File: src/rtl/mdio_mgmt_pkg.sv
package mdio_mgmt_pkg;

    localparam int FRAME_BITS    = 64;
    localparam int PREAMBLE_BITS = 32;
    localparam int DATA_BITS     = 16;
    localparam int ADDR_BITS     = 5;
    localparam int IDX_W         = $clog2(FRAME_BITS);

    typedef logic [IDX_W-1:0] bit_idx_t;

    // bit position where a read stops driving (first turnaround bit)
    localparam bit_idx_t RD_RELEASE_IDX = bit_idx_t'(FRAME_BITS - DATA_BITS - 2);
    // first bit position carrying PHY data
    localparam bit_idx_t RD_DATA_IDX    = bit_idx_t'(FRAME_BITS - DATA_BITS);
    localparam bit_idx_t LAST_IDX       = bit_idx_t'(FRAME_BITS - 1);

    localparam logic [1:0] START_PAIR = 2'b01;
    localparam logic [1:0] OP_WRITE   = 2'b01;
    localparam logic [1:0] OP_READ    = 2'b10;
    localparam logic [1:0] TA_WRITE   = 2'b10;

    typedef struct packed {
        logic                 go;
        logic                 is_read;
        logic [3:0]           spare;
        logic [ADDR_BITS-1:0] phy_addr;
        logic [ADDR_BITS-1:0] reg_addr;
        logic [DATA_BITS-1:0] data;
    } cmd_word_t;

    typedef logic [FRAME_BITS-1:0] frame_vec_t;

    // Assemble the full frame, first bit on the wire in the MSB.
    function automatic frame_vec_t build_frame(cmd_word_t c);
        logic [1:0]           op;
        logic [1:0]           ta;
        logic [DATA_BITS-1:0] payload;
        op      = c.is_read ? OP_READ : OP_WRITE;
        ta      = c.is_read ? 2'b11 : TA_WRITE;
        payload = c.is_read ? {DATA_BITS{1'b1}} : c.data;
        return {{PREAMBLE_BITS{1'b1}}, START_PAIR, op,
                c.phy_addr, c.reg_addr, ta, payload};
    endfunction

endpackage

File: src/rtl/mdio_mdc_gen.sv
module mdio_mdc_gen #(
    parameter int HALF_DIV = 2
) (
    input  logic clk,
    input  logic rst,
    input  logic run,
    output logic mdc,
    output logic rise_tick,
    output logic fall_tick
);
    logic tick;

    generate
        if (HALF_DIV <= 1) begin : g_direct
            // MDC toggles on every system clock while running
            assign tick = run;
        end else begin : g_count
            localparam int CNT_W = $clog2(HALF_DIV);
            localparam logic [CNT_W-1:0] CNT_TOP = CNT_W'(HALF_DIV - 1);
            logic [CNT_W-1:0] cnt_q;

            always_ff @(posedge clk) begin
                if (rst || !run) begin
                    cnt_q <= '0;
                end else if (cnt_q == CNT_TOP) begin
                    cnt_q <= '0;
                end else begin
                    cnt_q <= cnt_q + 1'b1;
                end
            end

            assign tick = run && (cnt_q == CNT_TOP);
        end
    endgenerate

    always_ff @(posedge clk) begin
        if (rst || !run) begin
            mdc <= 1'b0;
        end else if (tick) begin
            mdc <= ~mdc;
        end
    end

    assign rise_tick = tick && !mdc;
    assign fall_tick = tick && mdc;

endmodule

File: src/rtl/mdio_frame_shifter.sv
module mdio_frame_shifter
    import mdio_mgmt_pkg::*;
(
    input  logic                 clk,
    input  logic                 rst,
    input  logic                 start,
    input  cmd_word_t            cmd,
    input  logic                 rise_tick,
    input  logic                 fall_tick,
    input  logic                 mdio_in,
    output logic                 active,
    output logic                 mdio_out,
    output logic                 mdio_oe,
    output logic                 done,
    output logic [DATA_BITS-1:0] rd_val
);
    frame_vec_t           frame_q;
    bit_idx_t             idx_q;
    bit_idx_t             idx_nxt;
    logic                 is_rd_q;
    logic [DATA_BITS-1:0] cap_q;
    logic                 last_bit;

    assign idx_nxt  = idx_q + 1'b1;
    assign last_bit = (idx_q == LAST_IDX);
    assign done     = active && fall_tick && last_bit;
    assign rd_val   = cap_q;

    always_ff @(posedge clk) begin
        if (rst) begin
            active   <= 1'b0;
            frame_q  <= '0;
            idx_q    <= '0;
            is_rd_q  <= 1'b0;
            cap_q    <= '0;
            mdio_out <= 1'b1;
            mdio_oe  <= 1'b0;
        end else if (start) begin
            active   <= 1'b1;
            frame_q  <= build_frame(cmd);
            idx_q    <= '0;
            is_rd_q  <= cmd.is_read;
            mdio_out <= 1'b1;
            mdio_oe  <= 1'b1;
        end else if (active) begin
            if (rise_tick && is_rd_q && (idx_q >= RD_DATA_IDX)) begin
                cap_q <= {cap_q[DATA_BITS-2:0], mdio_in};
            end
            if (fall_tick) begin
                if (last_bit) begin
                    active  <= 1'b0;
                    mdio_oe <= 1'b0;
                end else begin
                    idx_q    <= idx_nxt;
                    frame_q  <= frame_q << 1;
                    mdio_out <= frame_q[FRAME_BITS-2];
                    mdio_oe  <= !(is_rd_q && (idx_nxt >= RD_RELEASE_IDX));
                end
            end
        end
    end

endmodule

File: src/rtl/mdio_cmd_reg.sv
module mdio_cmd_reg
    import mdio_mgmt_pkg::*;
(
    input  logic                 clk,
    input  logic                 rst,
    input  logic                 wr_en,
    input  logic [31:0]          wr_data,
    input  logic                 done,
    input  logic [DATA_BITS-1:0] rd_val,
    output cmd_word_t            cmd_q,
    output logic                 start
);
    cmd_word_t wr_word;

    assign wr_word = cmd_word_t'(wr_data);
    assign start   = wr_en && !cmd_q.go && wr_word.go;

    always_ff @(posedge clk) begin
        if (rst) begin
            cmd_q <= '0;
        end else if (done) begin
            cmd_q.go <= 1'b0;
            if (cmd_q.is_read) begin
                cmd_q.data <= rd_val;
            end
        end else if (wr_en && !cmd_q.go) begin
            cmd_q <= wr_word;
        end
    end

endmodule

File: src/rtl/mdio_mgmt_master.sv
module mdio_mgmt_master
    import mdio_mgmt_pkg::*;
#(
    parameter int MDC_HALF_DIV = 2
) (
    input  logic        clk,
    input  logic        rst,
    input  logic        csr_wr_en,
    input  logic [31:0] csr_wr_data,
    output logic [31:0] csr_rd_data,
    output logic        mdc,
    output logic        mdio_out,
    output logic        mdio_oe,
    input  logic        mdio_in
);
    cmd_word_t            cmd;
    logic                 start;
    logic                 done;
    logic                 active;
    logic                 rise_tick;
    logic                 fall_tick;
    logic [DATA_BITS-1:0] rd_val;

    mdio_cmd_reg u_cmd (
        .clk     (clk),
        .rst     (rst),
        .wr_en   (csr_wr_en),
        .wr_data (csr_wr_data),
        .done    (done),
        .rd_val  (rd_val),
        .cmd_q   (cmd),
        .start   (start)
    );

    mdio_mdc_gen #(
        .HALF_DIV (MDC_HALF_DIV)
    ) u_clk (
        .clk       (clk),
        .rst       (rst),
        .run       (active),
        .mdc       (mdc),
        .rise_tick (rise_tick),
        .fall_tick (fall_tick)
    );

    mdio_frame_shifter u_shift (
        .clk       (clk),
        .rst       (rst),
        .start     (start),
        .cmd       (cmd_word_t'(csr_wr_data)),
        .rise_tick (rise_tick),
        .fall_tick (fall_tick),
        .mdio_in   (mdio_in),
        .active    (active),
        .mdio_out  (mdio_out),
        .mdio_oe   (mdio_oe),
        .done      (done),
        .rd_val    (rd_val)
    );

    assign csr_rd_data = cmd;

endmodule

File: config.mk
export PLATFORM = sky130hd
export DESIGN_NAME = mdio_mgmt_master
export DESIGN_NICKNAME = d
export VERILOG_FILES = /design/src/rtl/mdio_mgmt_pkg.sv /design/src/rtl/mdio_mdc_gen.sv /design/src/rtl/mdio_frame_shifter.sv /design/src/rtl/mdio_cmd_reg.sv /design/src/rtl/mdio_mgmt_master.sv
export SDC_FILE = /design/constraint.sdc
export NUM_CORES = 1
export LEC_CHECK = 0
export BUFFER_PORTS_ARGS = -buffer_cell sky130_fd_sc_hd__buf_4
export CAP_MARGIN = 20
export CORE_MARGIN = 1.5
export CORE_UTILIZATION = 37
export CTS_BUF_LIST = sky130_fd_sc_hd__clkbuf_2 sky130_fd_sc_hd__clkbuf_4 sky130_fd_sc_hd__clkbuf_8
export DETAILED_ROUTE_END_ITERATION = 12
export SLEW_MARGIN = 10
export SYNTH_ARGS = -nofsm -noshare
export SYNTH_HDL_FRONTEND = slang
export SYNTH_SLANG_ARGS = --single-unit
File: constraint.sdc
create_clock -name clk -period 1.8 [get_ports clk]
set_input_delay 0.09 -clock clk [delete_from_list [all_inputs] [get_ports clk]]
set_output_delay 0.09 -clock clk [all_outputs]
set_load 0.1 [all_outputs]
==> results.py, run 1 <==
metrics = {
    "synth": {
        "yosysWarnings": 0,
        "synthCells": 597,
        "ys.flop_type": "dfxtp_1",
        "synthArstFlopShare_pct": 0,
        "syn_avg_cell_area_um2": 8.26,
        "syn_area_um2": 4930,
        "synth-edff-count": 0,
        "syn_nets": 635,
        "ys_types": 42,
        "ys_seq_area_share_pct": 49.9,
        "ys_ff_latch": 123,
    },
    "setup_path": {
        "path_class": "reg2reg",
        "cp-start-kind": "flip-flop",
        "cpPeakStageDelay_ns": 0.35,
        "crit_path_end_kind": "flip-flop",
        "cp_max_fo": 4,
        "arrival_ns": 1.99,
        "path_buf_inv": 2,
        "critPathTopFamily": "compound AO/OA/AOI/OAI gates",
        "slowest_stage": "dfxtp_2",
        "crit_chain": "buf_4 -> inv_1 -> ha_1 -> a221o_1 -> o21ai_0 -> a31o_2 -> a21oi_1",
        "cp.required_ns": 2.09,
    },
    "clock_network": {
        "clk_latency_ns": 0.43,
        "cts_num_sinks": 123,
        "htreeDepth": 4,
        "clk_pin_slew_ns": 0.07,
        "cts_inserted_buffers": 17,
        "root_buffer": "clkbuf_8",
        "cts_max_path_buffers": 2,
        "cts_tree": "yes",
    },
    "layout": {
        "seq_area_um2": 2470,
        "syn_to_final_growth_pct": 32.7,
        "fin_util_pct": 49.8,
        "nets": 731,
        "drive_gt1_share_pct": 20.5,
        "fillCellCount": 1256,
        "antenna_cells": 0,
        "multiInputGateArea_um2": 2330,
        "final_cells": 879,
        "mostFrequentLayoutCells": "nand2_1 (160), dfxtp_1 (119), buf_4 (84)",
        "mostFrequentLayoutCell": "nand2_1",
    },
    "detailed_routing": {
        "drtPass1Iterations": 4,
        "via_count": 4413,
        "viasPerCell": 5.02,
        "drt_wl_total_mm": 12.0,
        "drt_iter0_drc": 408,
        "detail-route-antenna-nets": 0,
        "wire_per_inst_um": 13.7,
        "route.detailed.drc": 0,
    },
    "power": {
        "combPwrFrac_pct": 15.5,
        "p_per_area_nw_per_um2": 960,
        "p_clk_share_pct": 37.2,
        "swShare_pct": 28.2,
        "switchingPower_mw": 1.77,
        "p_int_mw": 4.51,
        "seqPwrFrac_pct": 47.2,
        "peakVddDrop_v": 0.000404,
        "p_leak_nw": 2.47,
    },
    "global_route": {
        "antenna_found_initial": 0,
        "grt_usage_pct": 17.4,
        "grt-ovfl-total": 0,
        "grt_pass1_wl_mm": 20.0,
        "grt_pass1_vias": 4147,
        "grt_max_degree": 67,
    },
    "timing": {
        "timing.final.crit_share_pct": 93.9,
        "tns_ns": 0,
        "fmax_ghz": 0.592,
        "worst_pin_slew_ns": 0.504,
        "slew_headroom_pct": 66.2,
        "timing.hold.ws_ns": 0.105,
        "hold_violations": 0,
        "grt_setup_unrepaired": "false",
        "setup_viol": 0,
        "fin_crit_ns": 1.69,
        "fin_skew_ns": 0.00867,
        "slew_violations": 0,
    },
    "die": {
        "dieHeight_um": 118,
        "rows": 42,
        "io-pin-count": 71,
        "die_w_um": 118,
        "core_area_um2": 13100,
        "dieArea_um2": 14000,
        "start_util_pct": 37.6,
    },
    "placed_design": {
        "place_hpwl_mm": 7.27,
        "placed_cells": 816,
        "globalplace.congestion": 0.741,
        "io_buffer_count": 70,
    },
    "status": {
        "outcome": "finished clean",
    },
    "min_path": {
        "hold_path_class": "in2reg",
    },
    "job": {
        "cap_violations": 0,
    },
}
==> path summary, 6_finish.rpt <==
path,startpoint,to,slack [ns],depth (start not counted)
worst min register to register,u_cmd.cmd_q[23]$_SDFFE_PP0P_,u_cmd.cmd_q[23]$_SDFFE_PP0P_,0.46,2
worst max register to register,u_shift.idx_q[1]$_SDFFE_PP0P_,u_shift.mdio_oe$_SDFFE_PP0P_,0.11,7
worst max-delay path,u_shift.idx_q[1]$_SDFFE_PP0P_,u_shift.mdio_oe$_SDFFE_PP0P_,0.11,7
worst min-delay path,csr_wr_data[31],u_shift.is_rd_q$_SDFFE_PP0P_,0.11,4
==> area by class of cell <==
cell class                 count  share of cell area (%)
sequential                   123                    37.8
tap                          176                    3.36
clock buffer                  21                    4.32
clock inverter                 8                    1.45
multi-input combinational    423                    35.6
inverter                       2                   0.115
timing repair buffer         126                    17.4
==> worst min-delay path, delay by kind of cell <==
family / cells / cell delay (ns)
compound gates: 1 / 0.06
buf+inv: 1 / 0.10
simple gates: 2 / 0.22
==> Yosys cell counts, types with 2 or more instances <==
| cell | n | share of area [%] |
|---|---|---|
| a311oi_1 | 27 | 4.8 |
| mux2i_1 | 16 | 3.2 |
| nand2_1 | 160 | 12 |
| nor2_1 | 72 | 5.5 |
| xnor2_1 | 4 | 0.71 |
| nor3_1 | 20 | 2.0 |
| o21ai_0 | 3 | 0.30 |
| and3_1 | 2 | 0.25 |
| nand4_1 | 2 | 0.25 |
| xor2_1 | 2 | 0.36 |
| nor3b_1 | 16 | 2.4 |
| inv_1 | 2 | 0.15 |
| clkbuf_1 | 32 | 2.4 |
| nand2b_1 | 3 | 0.38 |
| buf_4 | 2 | 0.30 |
| dfxtp_1 | 123 | 50 |
| buf_6 | 2 | 0.46 |
| a21oi_1 | 23 | 2.3 |
| nor4_1 | 16 | 2.0 |
| ha_1 | 2 | 0.51 |
| a31oi_1 | 34 | 4.3 |
| buf_2 | 12 | 1.2 |
| nand3_1 | 3 | 0.30 |
==> power groups by stage <==
stage          sequential [mW]  clock (mW)  combinational [mW]
6_report                  2.97        2.34               0.976
5_1_grt                   2.98        2.52                1.04
4_1_cts                   2.97        2.40               0.976
3_5_place_dp              3.02           0               0.917
3_3_place_gp              3.02           0               0.906
2_1_floorplan             3.40           0               0.290
==> state kept, by name, indices dropped and copies added, names as in the netlist <==
signal               flops
u_shift.frame_q         63
u_cmd.cmd_q             32
u_shift.rd_val          16
u_shift.idx_q            6
u_clk.g_count.cnt_q      1
u_clk.mdc                1
u_shift.active           1
u_shift.is_rd_q          1
u_shift.mdio_oe          1
u_shift.mdio_out         1
==> per-layer routing <==
metal	track usage (%)	vias to the layer above	wire, um
li1	-	2248	-
met1	23.6	2069	5630
met2	27.1	92	5890
met3	4.05	4	489
met4	5.95	0	37
met5	0	-	0
==> kinds of logic after synthesis <==
group / synth area share [%]
simple gates: 27.8
flops: 49.9
compound gates: 12.9
buf+inv: 4.64
mux: 3.25
xor+xnor: 1.07
fa+ha+maj: 0.507
==> repair_timing <==
action / 4_1_cts / 5_1_grt
setup buffers: 0 / 1
endpoints found under the setup margin: 0 / 45
hold endpoints to repair: 43 / 0
hold buffers: 32 / 0
resized for setup: 0 / 11
==> through the flow <==
stage | setup WS [ns] | power [mW] | instance area, um^2
after floorplan | -0.0840 | 3.69 | 4960
after global placement | 0.0943 | 3.92 | 5760
after detailed placement | 0.0234 | 3.94 | 5760
after CTS | 0.0127 | 6.34 | 6460
after global routing | 0.0102 | 6.54 | 6550
final | 0.110 | 6.28 | 6550
No activity file was read; power rests on OpenSTA's default activity.
==> inputs of run 2 (changes only) <==
--- a/config.mk
+++ b/config.mk
@@ -5,8 +5,8 @@
 export SDC_FILE = /design/constraint.sdc
 export NUM_CORES = 1
 export LEC_CHECK = 0
+export ABC_AREA = 1
 export BUFFER_PORTS_ARGS = -buffer_cell sky130_fd_sc_hd__buf_4
-export CAP_MARGIN = 20
 export CORE_MARGIN = 1.5
 export CORE_UTILIZATION = 37
 export CTS_BUF_LIST = sky130_fd_sc_hd__clkbuf_2 sky130_fd_sc_hd__clkbuf_4 sky130_fd_sc_hd__clkbuf_8
==> results.py, run 2 <==
metrics = {
    "timing": {
        "timing.final.crit_share_pct": 94.8,
        "hold_violations": 0,
        "fmax_ghz": 0.586,
        "slew_headroom_pct": 72.9,
        "fin_skew_ns": 0.0113,
        "worst_pin_slew_ns": 0.406,
        "setup_viol": 0,
        "timing.hold.ws_ns": 0.00891,
        "tns_ns": 0,
        "fin_crit_ns": 1.71,
        "slew_violations": 0,
    },
    "synth": {
        "ys_ff_latch": 123,
        "syn_area_um2": 4920,
        "synthArstFlopShare_pct": 0,
        "synth_common_cells": "nor2_1 (152), dfxtp_1 (123), nand2_1 (104), o21ai_0 (102), inv_1 (33)",
        "synth_area_leaders": "dfxtp_1 (50%), nor2_1 (12%), o21ai_0 (10%), nand2_1 (7.9%), inv_1 (2.5%)",
        "yosysMostFrequentCell": "nor2_1",
        "ys_types": 32,
        "synth-edff-count": 0,
        "ys_seq_area_share_pct": 50.1,
        "yosysWarnings": 0,
        "ys.flop_type": "dfxtp_1",
        "syn_nets": 691,
        "synth_top_area_share_pct": 50.1,
        "synthCells": 653,
        "syn_avg_cell_area_um2": 7.53,
        "yosysTopAreaCell": "dfxtp_1",
    },
    "detailed_routing": {
        "route.detailed.drc": 0,
        "viasPerCell": 4.84,
        "detail-route-antenna-nets": 0,
        "drtPass1Iterations": 5,
        "wire_per_inst_um": 13.1,
        "drt_iter0_drc": 360,
        "via_count": 4574,
        "drt_wl_total_mm": 12.3,
    },
    "layout": {
        "syn_to_final_growth_pct": 32.1,
        "drive_gt1_share_pct": 20.1,
        "largest_reg_flops": 63,
        "nets": 798,
        "mostFrequentLayoutCell": "nor2_1",
        "mostFrequentLayoutCells": "nor2_1 (149), dfxtp_1 (119), nand2_1 (103)",
        "fillCellCount": 1221,
        "final_cells": 945,
        "antenna_cells": 0,
        "largest_register": "u_shift.frame_q",
    },
    "power": {
        "switchingPower_mw": 1.97,
        "totalPowerFinal_mw": 6.57,
        "p_int_mw": 4.60,
        "p_clk_share_pct": 38.6,
        "swShare_pct": 30.0,
        "peakVddDrop_v": 0.000397,
        "p_per_area_nw_per_um2": 1010,
        "p_leak_nw": 2.94,
        "combPwrFrac_pct": 16.4,
        "seqPwrFrac_pct": 45.0,
    },
    "job": {
        "cap_violations": 0,
    },
    "min_path": {
        "holdCritStartpoint": "csr_wr_data[7]",
        "min_to": "u_cmd.cmd_q[7]$_SDFFE_PP0P_",
        "hold_path_class": "in2reg",
        "hold_depth": 5,
    },
    "die": {
        "io-pin-count": 71,
        "dieHeight_um": 118,
        "core_area_um2": 12800,
        "dieArea_um2": 14000,
        "die_w_um": 118,
        "start_util_pct": 38.5,
        "rows": 41,
    },
    "clock_network": {
        "cts_tree": "yes",
        "cts_inserted_buffers": 17,
        "clk_latency_ns": 0.44,
        "htreeDepth": 4,
        "root_buffer": "clkbuf_8",
        "cts_max_path_buffers": 2,
        "cts_num_sinks": 123,
        "clk_pin_slew_ns": 0.08,
    },
    "placed_design": {
        "io_buffer_count": 70,
        "place_hpwl_mm": 8.00,
        "placed_cells": 874,
        "globalplace.congestion": 0.806,
    },
    "global_route": {
        "antenna_found_initial": 0,
        "grt_usage_pct": 17.7,
        "grt_pass1_wl_mm": 20.0,
        "grt_max_degree": 49,
        "grt-ovfl-total": 0,
        "grt_pass1_vias": 4184,
    },
    "setup_path": {
        "path_class": "reg2reg",
        "crit_start": "u_shift.idx_q[1]$_SDFFE_PP0P_",
        "r2r-start": "u_shift.idx_q[1]$_SDFFE_PP0P_",
        "cp_max_fo": 8,
        "r2r-end": "u_cmd.cmd_q[17]$_SDFFE_PP0P_",
        "cp.required_ns": 2.13,
        "arrival_ns": 2.03,
        "r2r_cells": 10,
        "crit_path_end_kind": "flip-flop",
        "cp-start-kind": "flip-flop",
        "r2r_slack_ns": 0.09,
    },
    "status": {
        "outcome": "finished clean",
    },
}
[run 2: power groups by stage]
stage	Combinational, mW	Clock (mW)	Sequential [mW]
after global routing	1.15	2.72	2.98
after detailed placement	0.994	0	3.02
after floorplan	0.307	0	3.44
final	1.08	2.54	2.96
after CTS	1.05	2.61	2.96
after global placement	0.986	0	3.01
[run 2: kinds of logic (layout without fill, tap and decap cells)]
group	after synthesis	in the layout	share of synthesized area [%]
adders and majority gates	2	2	0.509
and+or+nand+nor	291	292	24.8
DFF	123	123	50.1
buffers and inverters	75	194	6.69
AOI/OAI and AO/OA	162	162	17.9
[run 2: stage by stage]
| step | setup WS, ns | cell area [um^2] | utilization, % |
|---|---|---|---|
| floorplan | 0.0544 | 4920 | - |
| global placement | 0.0657 | 5630 | 44.1 |
| detailed placement | 0.0112 | 5630 | 44.1 |
| CTS | 0.0318 | 6330 | 49.6 |
| global route | -0.0241 | 6490 | 50.8 |
| finish | 0.0931 | 6490 | 50.8 |
[run 2: what timing repair did]
action	in CTS	in global routing
endpoints found under the hold margin	42	0
gates resized for setup	1	20
hold buffers	29	0
pin swaps	0	6
endpoints found under the setup margin	1	95
gates cloned	0	2
setup buffers	0	8
[run 2: worst max path at each step]
| stage | cells after the start | slack (ns) | endpoint |
|---|---|---|---|
| 2_1_floorplan | 10 | 0.05 | u_cmd.cmd_q[14]$_SDFFE_PP0P_ |
| 3_3_place_gp | 11 | 0.07 | u_cmd.cmd_q[8]$_SDFFE_PP0P_ |
| 3_5_place_dp | 11 | 0.01 | u_cmd.cmd_q[8]$_SDFFE_PP0P_ |
| 4_1_cts | 11 | 0.03 | u_cmd.cmd_q[8]$_SDFFE_PP0P_ |
| 5_1_grt | 10 | -0.02 | u_cmd.cmd_q[21]$_SDFFE_PP0P_ |
| 6_report | 10 | 0.09 | u_cmd.cmd_q[17]$_SDFFE_PP0P_ |
[run 2: cell type report]
class,count,area [um^2],share of cell area (%)
Sequential cell,123,2470,38.0
Multi-Input combinational cell,456,2200,33.8
Timing Repair Buffer,123,1030,15.9
Clock buffer,18,248,3.82
Tap cell,172,215,3.31
Clock inverter,14,168,2.58
Inverter,38,156,2.41
Timing Repair inverter,1,7.51,0.116
[run 2: worst max-delay path, cell delays in order (launching register included)]
cell	delay (ns)
dfxtp_2	0.37
ha_4	0.15
nand2_2	0.09
nor2_4	0.14
nand2_4	0.10
nor2_8	0.15
inv_4	0.08
nand2_8	0.11
clkinvlp_4	0.21
nor2_1	0.14
nor2_1	0.06
[run 2: layer usage]
metal	vias to the layer above	wire length, um	track usage [%]
li1	2344	-	-
met5	-	0	0
met2	97	6050	28.7
met1	2117	5650	22.1
met3	16	446	4.54
met4	0	197	7.85
